`config.mk`:
```
export PLATFORM = sky130hd
export DESIGN_NAME = mp_uart
export DESIGN_NICKNAME = d
export VERILOG_FILES = /design/src/rtl/mp_uart_pkg.sv /design/src/rtl/mp_uart_baud.sv /design/src/rtl/mp_uart_tx.sv /design/src/rtl/mp_uart_rx.sv /design/src/rtl/mp_uart.sv
export SDC_FILE = /design/constraint.sdc
export NUM_CORES = 1
export LEC_CHECK = 0
export CAP_MARGIN = 0
export CORE_MARGIN = 5
export CORE_UTILIZATION = 29
export DETAILED_ROUTE_END_ITERATION = 16
export PLACE_DENSITY = 0.49
export RECOVER_POWER = 25
export SLEW_MARGIN = 30
export SYNTH_ARGS = -nofsm -noshare
export SYNTH_HDL_FRONTEND = slang
export SYNTH_SLANG_ARGS = --single-unit
```
`constraint.sdc`:
```
create_clock -name clk_i -period 5.4 [get_ports clk_i]
set_input_delay 1.08 -clock clk_i [delete_from_list [all_inputs] [get_ports clk_i]]
set_output_delay 1.08 -clock clk_i [all_outputs]
set_load 0.03 [all_outputs]
```
`src/rtl/mp_uart_pkg.sv`:
```
package mp_uart_pkg;
  parameter int unsigned MAX_DATA = 9;

  typedef struct packed {
    logic [1:0] len_sel;
    logic       par_en;
    logic       par_odd;
    logic       mp_en;
  } frame_cfg_t;

  function automatic logic [3:0] data_bits(input frame_cfg_t c);
    logic [3:0] b;
    case (c.len_sel)
      2'd0:    b = 4'd7;
      2'd1:    b = 4'd8;
      default: b = 4'd9;
    endcase
    if (c.par_en) b = b - 4'd1;
    return b;
  endfunction
endpackage

```
`src/rtl/mp_uart_baud.sv`:
```
module mp_uart_baud #(
  parameter int unsigned TIMER_W = 16
) (
  input  logic               clk_i,
  input  logic               rst_ni,
  input  logic [TIMER_W-1:0] reload_i,
  input  logic               ext_sel_i,
  input  logic               ext_clk_i,
  output logic               tick_o
);
  logic [TIMER_W-1:0] cnt_q;
  logic [2:0]         ext_q;
  logic               int_tick, ext_tick;

  always_ff @(posedge clk_i or negedge rst_ni) begin
    if (!rst_ni) begin
      cnt_q <= '0;
      ext_q <= '0;
    end else begin
      ext_q <= {ext_q[1:0], ext_clk_i};
      if (ext_sel_i || cnt_q == '0) cnt_q <= reload_i;
      else                          cnt_q <= cnt_q - 1'b1;
    end
  end

  assign int_tick = !ext_sel_i && (cnt_q == '0);
  assign ext_tick = ext_q[1] && !ext_q[2];
  assign tick_o   = ext_sel_i ? ext_tick : int_tick;
endmodule

```
`src/rtl/mp_uart_tx.sv`:
```
module mp_uart_tx import mp_uart_pkg::*; #(
  parameter int unsigned OSR   = 16,
  parameter int unsigned FRM_W = 16
) (
  input  logic                clk_i,
  input  logic                rst_ni,
  input  logic                tick_i,
  input  frame_cfg_t          cfg_i,
  input  logic                hold_full_i,
  input  logic [MAX_DATA-1:0] hold_data_i,
  input  logic                hold_addr_i,
  output logic                take_o,
  output logic                busy_o,
  output logic                txd_o
);
  localparam int unsigned SW = $clog2(OSR);
  localparam int unsigned CW = $clog2(FRM_W + 1);

  logic [FRM_W-1:0] frm, sh_q;
  logic [CW-1:0]    len, left_q;
  logic [SW-1:0]    sub_q;
  logic             busy_q;

  // assemble start, data, parity, marker; unfilled bits stay 1 (stop)
  always_comb begin
    logic [3:0] nb, pos;
    logic       par;
    nb  = data_bits(cfg_i);
    frm = '1;
    frm[0] = 1'b0;
    par = cfg_i.par_odd;
    for (int i = 0; i < MAX_DATA; i++) begin
      if (4'(i) < nb) begin
        frm[i+1] = hold_data_i[i];
        par      = par ^ hold_data_i[i];
      end
    end
    pos = nb + 4'd1;
    if (cfg_i.par_en) begin
      frm[pos] = par;
      pos      = pos + 4'd1;
    end
    if (cfg_i.mp_en) begin
      frm[pos] = hold_addr_i;
      pos      = pos + 4'd1;
    end
    len = CW'(pos) + CW'(1);
  end

  assign take_o = hold_full_i && !busy_q;

  always_ff @(posedge clk_i or negedge rst_ni) begin
    if (!rst_ni) begin
      sh_q   <= '1;
      left_q <= '0;
      sub_q  <= '0;
      busy_q <= 1'b0;
    end else if (take_o) begin
      sh_q   <= frm;
      left_q <= len;
      sub_q  <= '0;
      busy_q <= 1'b1;
    end else if (busy_q && tick_i) begin
      sub_q <= sub_q + SW'(1);
      if (sub_q == SW'(OSR - 1)) begin
        sh_q   <= {1'b1, sh_q[FRM_W-1:1]};
        left_q <= left_q - CW'(1);
        if (left_q == CW'(1)) busy_q <= 1'b0;
      end
    end
  end

  assign busy_o = busy_q;
  assign txd_o  = !busy_q || sh_q[0];
endmodule

```
`src/rtl/mp_uart_rx.sv`:
```
module mp_uart_rx import mp_uart_pkg::*; #(
  parameter int unsigned OSR = 16
) (
  input  logic                clk_i,
  input  logic                rst_ni,
  input  logic                tick_i,
  input  frame_cfg_t          cfg_i,
  input  logic                rxd_i,
  output logic                done_o,
  output logic [MAX_DATA-1:0] data_o,
  output logic                mp_bit_o,
  output logic                perr_o,
  output logic                ferr_o
);
  localparam int unsigned SW  = $clog2(OSR);
  localparam int unsigned MID = OSR / 2;

  logic [1:0]          sync_q;
  logic                run_q, par_q, mp_q, rxd_s, vote;
  logic [SW-1:0]       sub_q;
  logic [3:0]          idx_q, nb, par_pos, mp_pos, stop_pos;
  logic [1:0]          ones_q;
  logic [2:0]          ones3;
  logic [MAX_DATA-1:0] sh_q;
  logic                decide;

  assign rxd_s    = sync_q[1];
  assign nb       = data_bits(cfg_i);
  assign par_pos  = nb + 4'd1;
  assign mp_pos   = par_pos + {3'b0, cfg_i.par_en};
  assign stop_pos = mp_pos + {3'b0, cfg_i.mp_en};
  assign ones3    = {1'b0, ones_q} + {2'b0, rxd_s};
  assign vote     = ones3 >= 3'd2;
  assign decide   = run_q && tick_i && (sub_q == SW'(MID + 1));

  always_ff @(posedge clk_i or negedge rst_ni) begin
    if (!rst_ni) begin
      sync_q <= 2'b11;
      run_q  <= 1'b0;
      sub_q  <= '0;
      idx_q  <= '0;
      ones_q <= '0;
      sh_q   <= '0;
      par_q  <= 1'b0;
      mp_q   <= 1'b0;
    end else begin
      sync_q <= {sync_q[0], rxd_i};
      if (tick_i) begin
        if (!run_q) begin
          if (!rxd_s) begin
            run_q  <= 1'b1;
            sub_q  <= SW'(1);
            idx_q  <= '0;
            ones_q <= '0;
            sh_q   <= '0;
          end
        end else begin
          sub_q <= sub_q + SW'(1);
          if (sub_q == SW'(OSR - 1)) idx_q <= idx_q + 4'd1;
          if (sub_q == SW'(MID - 1) || sub_q == SW'(MID))
            ones_q <= ones3[1:0];
          if (decide) begin
            ones_q <= '0;
            if (idx_q == 4'd0) begin
              if (vote) run_q <= 1'b0; // start not held: glitch
            end else if (idx_q <= nb) begin
              for (int i = 0; i < MAX_DATA; i++)
                if (idx_q == 4'(i + 1)) sh_q[i] <= vote;
            end else if (cfg_i.par_en && idx_q == par_pos) begin
              par_q <= vote;
            end else if (cfg_i.mp_en && idx_q == mp_pos) begin
              mp_q <= vote;
            end
            if (idx_q == stop_pos) run_q <= 1'b0;
          end
        end
      end
    end
  end

  assign done_o   = decide && (idx_q == stop_pos);
  assign data_o   = sh_q;
  assign mp_bit_o = mp_q;
  assign ferr_o   = !vote;
  assign perr_o   = cfg_i.par_en && ((^sh_q) ^ cfg_i.par_odd ^ par_q);
endmodule

```
`src/rtl/mp_uart.sv`:
```
module mp_uart import mp_uart_pkg::*; #(
  parameter int unsigned TIMER_W = 16,
  parameter int unsigned OSR     = 16,
  parameter int unsigned FRM_W   = 16
) (
  input  logic        clk_i,
  input  logic        rst_ni,
  input  logic        wr_en_i,
  input  logic        rd_en_i,
  input  logic [1:0]  addr_i,
  input  logic [15:0] wdata_i,
  output logic [15:0] rdata_o,
  input  logic        rxd_i,
  output logic        txd_o,
  input  logic        ext_clk_i
);
  localparam int unsigned REG_W = 16;
  localparam logic [1:0] A_CTRL = 2'd0, A_BAUD = 2'd1, A_DATA = 2'd2, A_STAT = 2'd3;
  localparam int unsigned B_PE = 2, B_FE = 3, B_ORE = 4, B_EXT = 5, B_SLEEP = 6;

  logic [6:0]          ctrl_q;
  logic [TIMER_W-1:0]  reload_q;
  logic [MAX_DATA-1:0] hold_q, rxbuf_q, rx_data;
  logic                hold_full_q, hold_addr_q, rx_full_q, rx_addr_q;
  logic                pe_q, fe_q, ore_q;
  logic                tick, tx_take, tx_busy;
  logic                rx_done, rx_mp, rx_perr, rx_ferr;
  logic                wr_ctrl, wr_baud, wr_data, wr_stat, pop, accept, store;
  frame_cfg_t          cfg;

  assign cfg = '{len_sel: ctrl_q[1:0], par_en: ctrl_q[2], par_odd: ctrl_q[3], mp_en: ctrl_q[4]};

  mp_uart_baud #(.TIMER_W(TIMER_W)) baud_i (
    .clk_i, .rst_ni, .reload_i(reload_q), .ext_sel_i(ctrl_q[B_EXT]),
    .ext_clk_i, .tick_o(tick)
  );

  mp_uart_tx #(.OSR(OSR), .FRM_W(FRM_W)) tx_i (
    .clk_i, .rst_ni, .tick_i(tick), .cfg_i(cfg), .hold_full_i(hold_full_q),
    .hold_data_i(hold_q), .hold_addr_i(hold_addr_q), .take_o(tx_take),
    .busy_o(tx_busy), .txd_o
  );

  mp_uart_rx #(.OSR(OSR)) rx_i (
    .clk_i, .rst_ni, .tick_i(tick), .cfg_i(cfg), .rxd_i, .done_o(rx_done),
    .data_o(rx_data), .mp_bit_o(rx_mp), .perr_o(rx_perr), .ferr_o(rx_ferr)
  );

  assign wr_ctrl = wr_en_i && addr_i == A_CTRL;
  assign wr_baud = wr_en_i && addr_i == A_BAUD;
  assign wr_data = wr_en_i && addr_i == A_DATA;
  assign wr_stat = wr_en_i && addr_i == A_STAT;
  assign pop     = rd_en_i && addr_i == A_DATA;
  // sleeping receiver drops data frames
  assign accept  = rx_done && !(cfg.mp_en && ctrl_q[B_SLEEP] && !rx_mp);
  assign store   = accept && (!rx_full_q || pop);

  always_ff @(posedge clk_i or negedge rst_ni) begin
    if (!rst_ni) begin
      ctrl_q      <= '0;
      reload_q    <= '0;
      hold_q      <= '0;
      hold_addr_q <= 1'b0;
      hold_full_q <= 1'b0;
      rxbuf_q     <= '0;
      rx_addr_q   <= 1'b0;
      rx_full_q   <= 1'b0;
      pe_q        <= 1'b0;
      fe_q        <= 1'b0;
      ore_q       <= 1'b0;
    end else begin
      if (wr_ctrl) ctrl_q <= wdata_i[6:0];
      if (wr_baud) reload_q <= TIMER_W'(wdata_i);
      if (wr_data) begin
        hold_q      <= wdata_i[MAX_DATA-1:0];
        hold_addr_q <= wdata_i[15];
        hold_full_q <= 1'b1;
      end else if (tx_take) begin
        hold_full_q <= 1'b0;
      end
      if (store) begin
        rxbuf_q   <= rx_data;
        rx_addr_q <= rx_mp;
        rx_full_q <= 1'b1;
      end else if (pop) begin
        rx_full_q <= 1'b0;
      end
      pe_q  <= (pe_q  && !(wr_stat && wdata_i[B_PE]))  || (store && rx_perr);
      fe_q  <= (fe_q  && !(wr_stat && wdata_i[B_FE]))  || (store && rx_ferr);
      ore_q <= (ore_q && !(wr_stat && wdata_i[B_ORE])) || (accept && rx_full_q && !pop);
    end
  end

  always_comb begin
    case (addr_i)
      A_CTRL:  rdata_o = REG_W'(ctrl_q);
      A_BAUD:  rdata_o = REG_W'(reload_q);
      A_DATA:  rdata_o = REG_W'(rxbuf_q);
      default: rdata_o = REG_W'({tx_busy, rx_addr_q, ore_q, fe_q, pe_q, !hold_full_q, rx_full_q});
    endcase
  end
endmodule

```
## After elaboration in Yosys (flattened, before gate mapping)

Cells that the tools add are included.

- Output and inout port bits: 17
- Word-level logic and storage cells: 266
- Flip-flop bits (word level): 117

- Bitwise operators: 14
- Multiplexer cells: 78
- $add $sub $neg: 13
- Equality and inequality tests: 37
- Reduce and logical (&&, ||, !) cells: 76
- $lt $le $gt $ge: 15

Operators by type and width:

| cell | count |
|---|---|
| 2-to-1 mux 16 bit | 6 |
| AND reduction 6 bit | 10 |
| case mux 16 bit (3 select lines) | 1 |
| 2-to-1 mux 9 bit | 5 |
| 2-to-1 mux 1 bit | 44 |
| 2-to-1 mux 4 bit | 10 |
| bitwise mux 16 bit | 2 |
| logical AND 1 bit | 31 |
| inequality test 2 bit, second input constant | 14 |
| adder 4 x 1 -> 4 bit, second input constant | 6 |
| == test 4 bit, second input constant | 6 |
| == test 4 x 3 -> 1 bit, second input constant | 5 |
| logical NOT 16 bit | 1 |
| less-than comparator 3 x 4 -> 1 bit, first input constant | 4 |
| subtractor 16 x 1 -> 16 bit, second input constant | 1 |
| 2-to-1 mux 5 bit | 3 |
| == test 4 bit | 3 |
| logical NOT 1 bit | 12 |
| bitwise XOR 1 bit | 11 |
| less-than comparator 4 x 5 -> 1 bit, second input constant | 2 |
| nonzero test 2 bit | 5 |
| AND reduction 3 bit | 3 |
| parity 9 bit | 1 |
| adder 4 x 1 -> 4 bit | 2 |
| other kinds (25) | 45 |

## Depth between registers and ports, before layout

Gate-level depths: netlist of run 1.

- Word-level depth: 27
- Depth in mapped cells: 17
- Gate-level depth less buffers: 16

## Hierarchy

A second synthesis of run 1 with hierarchy kept.

- Cell total of the unflattened synthesis: 726
- Area, all modules: 7,290.7 um2

Modules (own cells, without submodules):

| module | cells each | seq. area each (um2) | area each (um2) | times used |
|---|---|---|---|---|
| mp_uart_tx | 289 | 670.6 | 2,318.5 | 1 |
| mp_uart | 136 | 1,201.2 | 2,123.3 | 1 |
| mp_uart_rx | 199 | 603.1 | 1,828.0 | 1 |
| mp_uart_baud | 102 | 475.5 | 1,021.0 | 1 |

## Worst setup path after synthesis of run 1

No wires, ideal clock.

- Kind: flip-flop to flip-flop
- Start point: register ctrl_q[1]
- End point: register rx_addr_q
- Setup slack: 1.578 ns
- Period minus slack after synthesis: 3.822 ns
- Cell stages (with the launch flop): 15
- Library setup time: 0.128 ns
- Data arrival time: 3.694 ns
- Cells stage by stage: dfrtp_1 > or2_1 > buf_2 > ha_1 > inv_1 > a21o_1 > ha_1 > ha_1 > ha_1 > xnor2_1 > xnor2_1 > or4_1 > nor4_4 > buf_4 > mux2_1

- Word-level cells in the longest chain between the ends: 11

RTL lines:

| item | RTL line | RTL |
|---|---|---|
| start: declaration | mp_uart.sv:21 | `logic [6:0] ctrl_q;` |
| start signal: assignment | mp_uart.sv:72 | `if (wr_ctrl) ctrl_q <= wdata_i[6:0];` |
| == test 2 x 1 -> 1 bit or logical NOT 2 bit (tied branches) | mp_uart_pkg.sv:13 | `case (c.len_sel)` |
| case mux 4 bit (2 select lines) * | mp_uart_pkg.sv:13 |  |
| subtractor 4 x 1 -> 4 bit | mp_uart_pkg.sv:18 | `if (c.par_en) b = b - 4'd1;` |
| 2-to-1 mux 4 bit * | mp_uart_pkg.sv:18 |  |
| adder 4 x 1 -> 4 bit * | mp_uart_rx.sv:29 | `assign par_pos = nb + 4'd1;` |
| adder 4 x 1 -> 4 bit * | mp_uart_rx.sv:30 | `assign mp_pos = par_pos + {3'b0, cfg_i.par_en};` |
| adder 4 x 1 -> 4 bit * | mp_uart_rx.sv:31 | `assign stop_pos = mp_pos + {3'b0, cfg_i.mp_en};` |
| == test 4 bit * | mp_uart_rx.sv:81 | `assign done_o = decide && (idx_q == stop_pos);` |
| logical AND 1 bit * | mp_uart_rx.sv:81 |  |
| logical AND 1 bit * | mp_uart.sv:55 | `assign accept = rx_done && !(cfg.mp_en && ctrl_q[B_SLEEP] && !rx_mp);` |
| logical AND 1 bit * | mp_uart.sv:56 | `assign store = accept && (!rx_full_q \|\| pop);` |
| end signal: assignment | mp_uart.sv:83 | `rx_addr_q <= rx_mp;` |
| end: declaration | mp_uart.sv:24 | `logic hold_full_q, hold_addr_q, rx_full_q, rx_addr_q;` |

Every way passes the cells marked *; elsewhere a longest branch is shown, timed or not.
A chain may end at the register's enable or synchronous reset.

## Worst setup path in the final report of run 1

- Start point: register ctrl_q[1]
- End point: register rxbuf_q[0]

- Word-level cells in the longest chain between the ends: 11

RTL lines:

| item | RTL line | RTL |
|---|---|---|
| == test 2 x 1 -> 1 bit or logical NOT 2 bit (tied branches) | mp_uart_pkg.sv:13 |  |
| case mux 4 bit (2 select lines) * | mp_uart_pkg.sv:13 |  |
| subtractor 4 x 1 -> 4 bit | mp_uart_pkg.sv:18 |  |
| 2-to-1 mux 4 bit * | mp_uart_pkg.sv:18 |  |
| adder 4 x 1 -> 4 bit * | mp_uart_rx.sv:29 |  |
| adder 4 x 1 -> 4 bit * | mp_uart_rx.sv:30 |  |
| adder 4 x 1 -> 4 bit * | mp_uart_rx.sv:31 |  |
| == test 4 bit * | mp_uart_rx.sv:81 |  |
| logical AND 1 bit * | mp_uart_rx.sv:81 |  |
| logical AND 1 bit * | mp_uart.sv:55 |  |
| logical AND 1 bit * | mp_uart.sv:56 |  |
| end signal: assignment | mp_uart.sv:82 | `rxbuf_q <= rx_data;` |
| end: declaration | mp_uart.sv:23 | `logic [MAX_DATA-1:0] hold_q, rxbuf_q, rx_data;` |

Marked as above.

==> results of run 1 <==
cell families after synthesis:
family                     Yosys count
and+or+nand+nor                    260
muxes                               77
buffers and inverters               61
adders and majority gates           35
xor gates and xnor gates            53
AOI/OAI and AO/OA                  149
DFF                                117
power by group through the flow:
stage / clock network, mW / logic [mW] / registers (mW)
final: 1.19 / 1.36 / 1.20
after global routing: 1.26 / 1.53 / 1.23
after floorplan: 0 / 1.03 / 1.16
after global placement: 0 / 1.34 / 1.22
after CTS: 1.22 / 1.35 / 1.21
after detailed placement: 0 / 1.34 / 1.22
routing by layer:
layer  wire [µm]  track usage (%)  up-vias
met5           0                0        -
li1            -                -     2763
met3         427             2.59       17
met1        8950             18.3     2715
met2        9280             22.9       77
met4         280             4.13        0
synth_stat cells, drive strengths merged, types with 4 or more instances:
cell type	number	share of area, %
mux4	7	2.2
dfstp	18	6.5
mux2i	13	1.8
o31ai	9	0.92
nor4	8	0.89
nand3	23	1.6
ha	35	6.0
nand2b	5	0.43
mux2	57	8.8
a211oi	4	0.41
or4	4	0.46
nand2	83	4.3
nor2	64	3.3
xor2	21	2.5
and3	4	0.34
clkbuf	30	1.5
a21oi	31	2.1
a31oi	10	0.85
buf	6	0.55
a21o	4	0.41
nor2b	12	1.0
dfrtp	99	34
nor3	15	1.1
inv	25	1.3
o21ai	41	2.9
nand4	10	0.85
o22ai	5	0.43
xnor2	30	3.6
a22o	12	1.4
and2	13	1.1
a22oi	4	0.41
nand3b	6	0.62
nor3b	5	0.51
state kept, by name, indices dropped and copies added (netlist names), 2 cells and up:
| signal | cells |
|---|---|
| baud_i.ext_q | 3 |
| hold_q | 9 |
| rx_i.idx_q | 4 |
| ctrl_q | 7 |
| rx_i.sync_q | 2 |
| rxbuf_q | 9 |
| rx_i.ones_q | 2 |
| tx_i.left_q | 5 |
| baud_i.cnt_q | 16 |
| reload_q | 16 |
| tx_i.sh_q | 16 |
| tx_i.sub_q | 4 |
| rx_i.sub_q | 4 |
| rx_i.data_o | 9 |
layout by cell type (no fill, tap or decap), drive strengths merged, types with 6 or more instances in the layout:
cell type / count
mux2i: 13
nand3b: 6
dfstp: 18
xor2: 21
a22o: 12
nor4: 8
nand3: 23
and2: 13
nand2: 83
nor2b: 12
a21oi: 31
mux2: 57
ha: 35
o31ai: 9
nand4: 10
buf: 6
o21ai: 41
nor3: 15
clkdlybuf4s50: 37
a31oi: 10
clkbuf: 19
dfrtp: 99
nor2: 64
mux4: 7
xnor2: 30
inv: 35
layout make-up:
cell class,count,area share [%]
Clock buffer,17,4.91
Clock inverter,15,2.12
Inverter,25,1.08
Multi-Input combinational cell,574,47.9
Sequential cell,117,34.1
Tap cell,330,4.77
Timing Repair Buffer,47,5.11
worst max-delay path, stage by stage, from the launching register on:
cell and delay [ps]:
dfrtp_1 420, or2_1 370, ha_1 250, inv_1 100
a21o_1 220, ha_1 370, ha_1 390, ha_1 230
xnor2_1 140, xnor2_1 130, or4_1 600, nor4_4 710
mux2_2 410
stage by stage:
stage	std cells	utilization, %	hold WS, ps	power [mW]	setup slack [ps]
after floorplan	752	-	331	2.19	1580
after global placement	1092	32.1	333	2.56	994
after detailed placement	1093	32.1	338	2.56	952
after CTS	1125	34.6	353	3.77	935
after global routing	1125	34.6	358	4.02	432
final	1125	34.6	351	3.75	937
how the worst max path moves through the flow:
stage	end	depth (start not counted)	start
after floorplan	rx_addr_q	14	ctrl_q[1]
after global placement	rdata_o[7]	4	addr_i[1]
after detailed placement	rdata_o[8]	4	addr_i[1]
after CTS	rdata_o[8]	4	addr_i[1]
after global routing	hold_q[1]	2	rst_ni
final	rxbuf_q[0]	12	ctrl_q[1]
==> impl_metrics.ini, run 1 <==
[run_status]
outcome = finished with violations
violations = max-capacitance violations, max-slew violations

[clock_tree]
clockBufferDepth = 2
cts_resized = 0
cts_root_buffer = clkbuf_16
cts_tree = yes
postCtsSetupBuffers = 0
clock_sinks = 117
clk_pin_slew_ps = 60
cts_max_level = 4
cts_buffers = 17
clk_latency_ps = 430
cts_hold_buf = 0

[finish]
drive_gt1_share_pct = 16.4
antenna_cells = 0
final_area_um2 = 8660
multi_input_area_um2 = 4150
register_area_um2 = 2950
fin_nets = 841
fill_cells = 2557
synthToLayoutAreaGrowth_pct = 18.3

[place]
hpwl_mm = 13.9
dpl_cell_area_um2 = 8050
gp_congestion = 0.803
port_buffers = 40

[timing]
hold_viol_final = 0
min_period_ps = 4460
rsz0062_at_grt = no
max_freq_mhz = 224
maxSlewViolCount = 80
worst_pin_slew_ps = 2400
setup_viol = 0
fin_crit_sh_pct = 82.6
clock_skew_ps = 10.8
max_slew_margin_pct = -59.9
final.setup.tns_ps = 0

[yosys]
ys_warn_count = 0
synth_fa_ha_area_share_pct = 5.98
synth_xor_area_share_pct = 6.74
synthMuxAreaShare_pct = 12.7
seq_area_frac_synth_pct = 40.3
syn_avg_cell_area_um2 = 9.73
async_reset_ff_share_pct = 100
syn_area_um2 = 7320
synth_compound_area_share_pct = 13.6
syn-num-nets = 811
synthCells = 752
synth_top_family_by_area = simple AND/OR/NAND/NOR gates
synth-simple-area-share_pct = 17.3
ys.flop_type = dfrtp_1
synth.distinct_cells = 72
synth_edf_count = 0
ys_ff_latch = 117

[floorplanning]
die_h_um = 169
die_w_um = 169
core_area_um2 = 25000
rows = 58
die_area_um2 = 28500
io_pins = 41
initial_core_util_pct = 29.2

[global_route]
grtUsageTotal_pct = 13.8
antenna_found_initial = 0
grt_pass1_vias = 5558
grt_pass1_wl_mm = 31.1
grt_max_degree = 43
overflow = 0

[power_and_ir_drop]
intPower_mw = 2.30
swShare_pct = 38.6
p_clk_share_pct = 31.6
combPwrFrac_pct = 36.3
vdd_drop_max_v = 0.000206
p_switching_mw = 1.45
power_density_nw_per_um2 = 433
power_frac_seq_pct = 32.1
total_leakage_power_nw = 3.52

[worst_setup_path]
rr_endpoint = rxbuf_q[0]
worstPathRequired_ps = 5700
timing.rr.start = ctrl_q[1]
crit_path_max_fanout = 12
start_kind = flip-flop
ff2ff_setup_slack_ps = 940
critPathArrivalTime_ps = 4760
worstSetupPathType = reg2reg
worst_setup_path_end_kind = flip-flop
reg2reg_depth = 12

[drt]
avgViaCountPerCell = 4.95
drt_wl_total_mm = 18.9
drtAntennaViolNets = 0
wl_per_cell_um = 16.8
drc_errors = 0
vias = 5572
firstDrtPassIters = 4
drtIter0Drc = 452

[hold_path]
worstHoldStart = baud_i.ext_q[0]
whs_path_depth = 0
min_delay_worst_endpoint = baud_i.ext_q[1]
hp-class = reg2reg

[job]
cap_violations = 2
Note: power is estimated with default switching activity, not from simulation.
==> run 2: changes to the inputs <==
==> constraint.sdc (replaced) <==
create_clock -name clk_i -period 4.5 [get_ports clk_i]
set_input_delay 0.9 -clock clk_i [delete_from_list [all_inputs] [get_ports clk_i]]
set_output_delay 0.9 -clock clk_i [all_outputs]
set_load 0.03 [all_outputs]
==> impl_metrics.ini, run 2 (synthesis gave the netlist of run 1 again) <==
[drt]
drt_wl_total_mm = 19.2
drtIter0Drc = 334
vias = 5646
avgViaCountPerCell = 4.99
wl_per_cell_um = 17.0
drc_errors = 0
drtAntennaViolNets = 0
firstDrtPassIters = 4

[worst_setup_path]
critPathArrivalTime_ps = 4320
rr_endpoint = rxbuf_q[1]
start_kind = flip-flop
crit_path_max_fanout = 12
worst_setup_path_end_kind = flip-flop
timing.rr.start = ctrl_q[0]
setup.worst_path.start = ctrl_q[0]
ff2ff_setup_slack_ps = 480
reg2reg_depth = 13
worstSetupPathType = reg2reg
worstPathRequired_ps = 4800

[timing]
final.setup.tns_ps = 0
max_freq_mhz = 249
clock_skew_ps = 17.2
min_period_ps = 4020
worst_pin_slew_ps = 2020
rsz0062_at_grt = no
hold_viol_final = 0
max_slew_margin_pct = -34.7
setup_viol = 0
fin_crit_sh_pct = 89.2
maxSlewViolCount = 63

[floorplanning]
die_w_um = 169
io_pins = 41
die_area_um2 = 28500
die_h_um = 169
core_area_um2 = 25000
rows = 58
initial_core_util_pct = 29.2

[power_and_ir_drop]
total_leakage_power_nw = 3.54
power_density_nw_per_um2 = 514
vdd_drop_max_v = 0.000240
power.total_mw = 4.47

[global_route]
grtUsageTotal_pct = 13.8
grt_max_degree = 62
overflow = 0
grt_pass1_vias = 5591
antenna_found_initial = 1
grt_pass1_wl_mm = 31.1

[place]
hpwl_mm = 13.9
port_buffers = 40
gp_congestion = 0.796
dpl_cell_area_um2 = 8100

[clock_tree]
clk_latency_ps = 430
cts_resized = 0
clk_pin_slew_ps = 60
cts_max_level = 4
clock_sinks = 117
cts_tree = yes
postCtsSetupBuffers = 0
cts_buffers = 17
cts_hold_buf = 0
cts_root_buffer = clkbuf_16
clockBufferDepth = 2

[job]
cap_violations = 2

[finish]
synthToLayoutAreaGrowth_pct = 18.6
drive_gt1_share_pct = 16.7
final_cell_mix = 99 x dfrtp_1, 83 x nand2_1, 63 x nor2_1
fin_nets = 848
final_area_um2 = 8680
antenna_cells = 0
reg_top3 = baud_i.cnt_q (16), reload_q (16), tx_i.sh_q (16)
mostFrequentLayoutCell = dfrtp_1

[hold_path]
worstHoldStart = baud_i.ext_q[0]
min_delay_worst_endpoint = baud_i.ext_q[1]
whs_path_depth = 0
hp-class = reg2reg

[run_status]
outcome = finished with violations
violations = max-capacitance violations, max-slew violations
-- run 2: cell count changes in the layout (fill, tap and decap cells not counted), sizes merged --
cell	change
buf	+7
bufinv	-1
clkinv	+1
-- run 2: per-layer routing --
metal	wire (µm)	up-vias	track usage [%]	part of all wire, %
met5	13	-	0	0.068
met4	399	2	4.98	2.1
met3	676	28	2.85	3.5
met2	9080	106	21.7	47
met1	9080	2750	18.7	47
li1	-	2760	-	-
-- run 2: worst max-delay path by stage --
stage	end	slack (ps)	cells after the start
floorplan	rx_addr_q	680	14
global placement	rdata_o[1]	510	3
detailed placement	rxbuf_q[1]	470	13
CTS	rxbuf_q[1]	450	13
global route	rxbuf_q[8]	240	13
finish	rxbuf_q[1]	480	13
-- run 2: power by group --
group          switching [mW]  total, mW  internal [mW]
Sequential              0.199       1.44           1.24
Combinational           0.946       1.66          0.713
Clock                   0.583       1.37          0.786
-- run 2: stage by stage --
step / util (%) / cells / hold slack, ps / setup slack (ps)
after floorplan: - / 752 / 331 / 678
after global placement: 32.3 / 1099 / 335 / 512
after detailed placement: 32.3 / 1099 / 340 / 474
after CTS: 34.7 / 1131 / 355 / 453
after global routing: 34.7 / 1132 / 364 / 244
final: 34.7 / 1132 / 352 / 484
-- run 2: critical path, cell delays in order, from the launching register on --
cell     delay [ps]
dfrtp_1         440
or2_1           360
ha_1            250
inv_1           110
a21o_1          220
ha_1            270
ha_1            350
ha_1            230
xnor2_1         130
xnor2_1         120
or4_1           600
nor4_4          220
buf_4           230
mux2_2          360
-- run 2: final cells by class --
cell class / instances / area [µm²]
clock buffer: 17 / 425
timing repair buffer: 54 / 508
fill: 2568 / 16400
sequential: 117 / 2950
tap: 330 / 413
inverter: 25 / 93.8
multi-input combinational: 574 / 4130
clock inverter: 15 / 160
==> run 3: changes to the inputs <==
--- a/config.mk
+++ b/config.mk
@@ -9,6 +9,7 @@
 export CORE_MARGIN = 5
 export CORE_UTILIZATION = 29
 export DETAILED_ROUTE_END_ITERATION = 16
+export GPL_TIMING_DRIVEN = 0
 export PLACE_DENSITY = 0.49
 export RECOVER_POWER = 25
 export SLEW_MARGIN = 30
==> impl_metrics.ini, run 3 (synthesis gave the netlist of run 1 again) <==
[run_status]
outcome = finished with violations
violations = max-capacitance violations, max-slew violations

[floorplanning]
rows = 58
die_area_um2 = 28500
die_w_um = 169
core_area_um2 = 25000
die_h_um = 169
io_pins = 41
initial_core_util_pct = 29.2

[timing]
setup_viol = 0
fin_crit_sh_pct = 94.6
max_freq_mhz = 235
hold_viol_final = 0
worst_pin_slew_ps = 2650
rsz0062_at_grt = no
max_slew_margin_pct = -76.5
final.setup.tns_ps = 0
maxSlewViolCount = 48
clock_skew_ps = 10.8
min_period_ps = 4260
worst_slack_ps = 242

[place]
dpl_cell_area_um2 = 8170
gp_congestion = 0.810
pre_cts_slack_ps = 269
hpwl_mm = 14.9
port_buffers = 40

[finish]
fill_cells = 2565
fin_nets = 871
mostFrequentLayoutCell = dfrtp_1
antenna_cells = 0
final_area_um2 = 8750
reg_top3 = baud_i.cnt_q (16), reload_q (16), tx_i.sh_q (16)
synthToLayoutAreaGrowth_pct = 19.5
final_cell_mix = 99 x dfrtp_1, 83 x nand2_1, 64 x nor2_1
drive_gt1_share_pct = 15.3

[drt]
drc_errors = 0
vias = 5690
wl_per_cell_um = 17.6
firstDrtPassIters = 4
avgViaCountPerCell = 4.93
drt_wl_total_mm = 20.3
drtAntennaViolNets = 0
drtIter0Drc = 337

[worst_setup_path]
crit_path_max_fanout = 10
worstPathRequired_ps = 4810
worst_setup_path_end_kind = flip-flop
critPathArrivalTime_ps = 4570
worstSetupPathType = reg2reg
start_kind = flip-flop

[clock_tree]
clockBufferDepth = 2
cts_resized = 0
clk_pin_slew_ps = 60
cts_max_level = 4
cts_buffers = 17
cts_hold_buf = 0
cts_root_buffer = clkbuf_16
postCtsSetupBuffers = 0
clock_sinks = 117
clk_latency_ps = 430
cts_tree = yes

[power_and_ir_drop]
total_leakage_power_nw = 3.55
power_density_nw_per_um2 = 519
vdd_drop_max_v = 0.000268
power.total_mw = 4.54

[global_route]
overflow = 0
antenna_found_initial = 0
grt_max_degree = 72
grtUsageTotal_pct = 14.8
grt_pass1_vias = 5955
grt_pass1_wl_mm = 33.2

[hold_path]
hp-class = reg2reg

[job]
cap_violations = 1
run 3: cell count changes in the layout (fill, tap and decap cells not counted), moves of 2 or more:
cell	before	now
clkinv_4	2	0
buf_4	12	2
buf_2	0	2
clkbuf_1	2	31
run 3: where the power goes:
group	internal (mW)	switching, mW	total (mW)
Clock	0.842	0.598	1.44
Combinational	0.673	0.992	1.67
Sequential	1.24	0.195	1.43
run 3: worst paths after layout:
path,start,to,slack [ps],cells after the start
min reg2reg,baud_i.ext_q[0],baud_i.ext_q[1],350,0
max reg2reg,ctrl_q[0],tx_i.sh_q[0],240,14
min in group asynchronous,rst_ni,tx_i.left_q[0],1300,1
min,baud_i.ext_q[0],baud_i.ext_q[1],350,0
max in group asynchronous,rst_ni,baud_i.cnt_q[15],920,2
max,ctrl_q[0],tx_i.sh_q[0],240,14
run 3: cell type report:
cell class,instances,area (µm²),area share (%)
plain buffers,36,153,1.75
clock buffers,17,425,4.86
clock inverters,15,181,2.07
inverters,25,93.8,1.07
multi-input cells,574,4130,47.2
flip-flops and latches,117,2950,33.7
well taps,330,413,4.72
repair buffers,41,402,4.59
run 3: through the flow:
stage               instances  hold WS, ps  util, %
floorplan                 752          331        -
global placement         1122          334     32.5
CTS                      1155          353     35.0
global route             1155          362     34.9
finish                   1155          352     34.9
detailed placement       1123          339     32.6
run 3: critical path: stages (launching register included):
cell and delay (ps):
dfrtp_1 450, or2_1 230, buf_2 180, ha_1 210
inv_1 130, a21o_1 280, inv_1 160, ha_1 320
mux2_2 300, a221oi_1 340, o21ai_0 150, a31oi_1 220
xnor2_1 110, xnor2_1 830, o31ai_1 230
run 3: routing by layer:
layer | up-vias | global-route usage, % | part of all wire [%]
met4 | 0 | 4.90 | 2.0
li1 | 2806 | - | -
met3 | 25 | 3.36 | 3.8
met2 | 78 | 24.4 | 48
met1 | 2781 | 19.2 | 46
met5 | - | 0 | 0
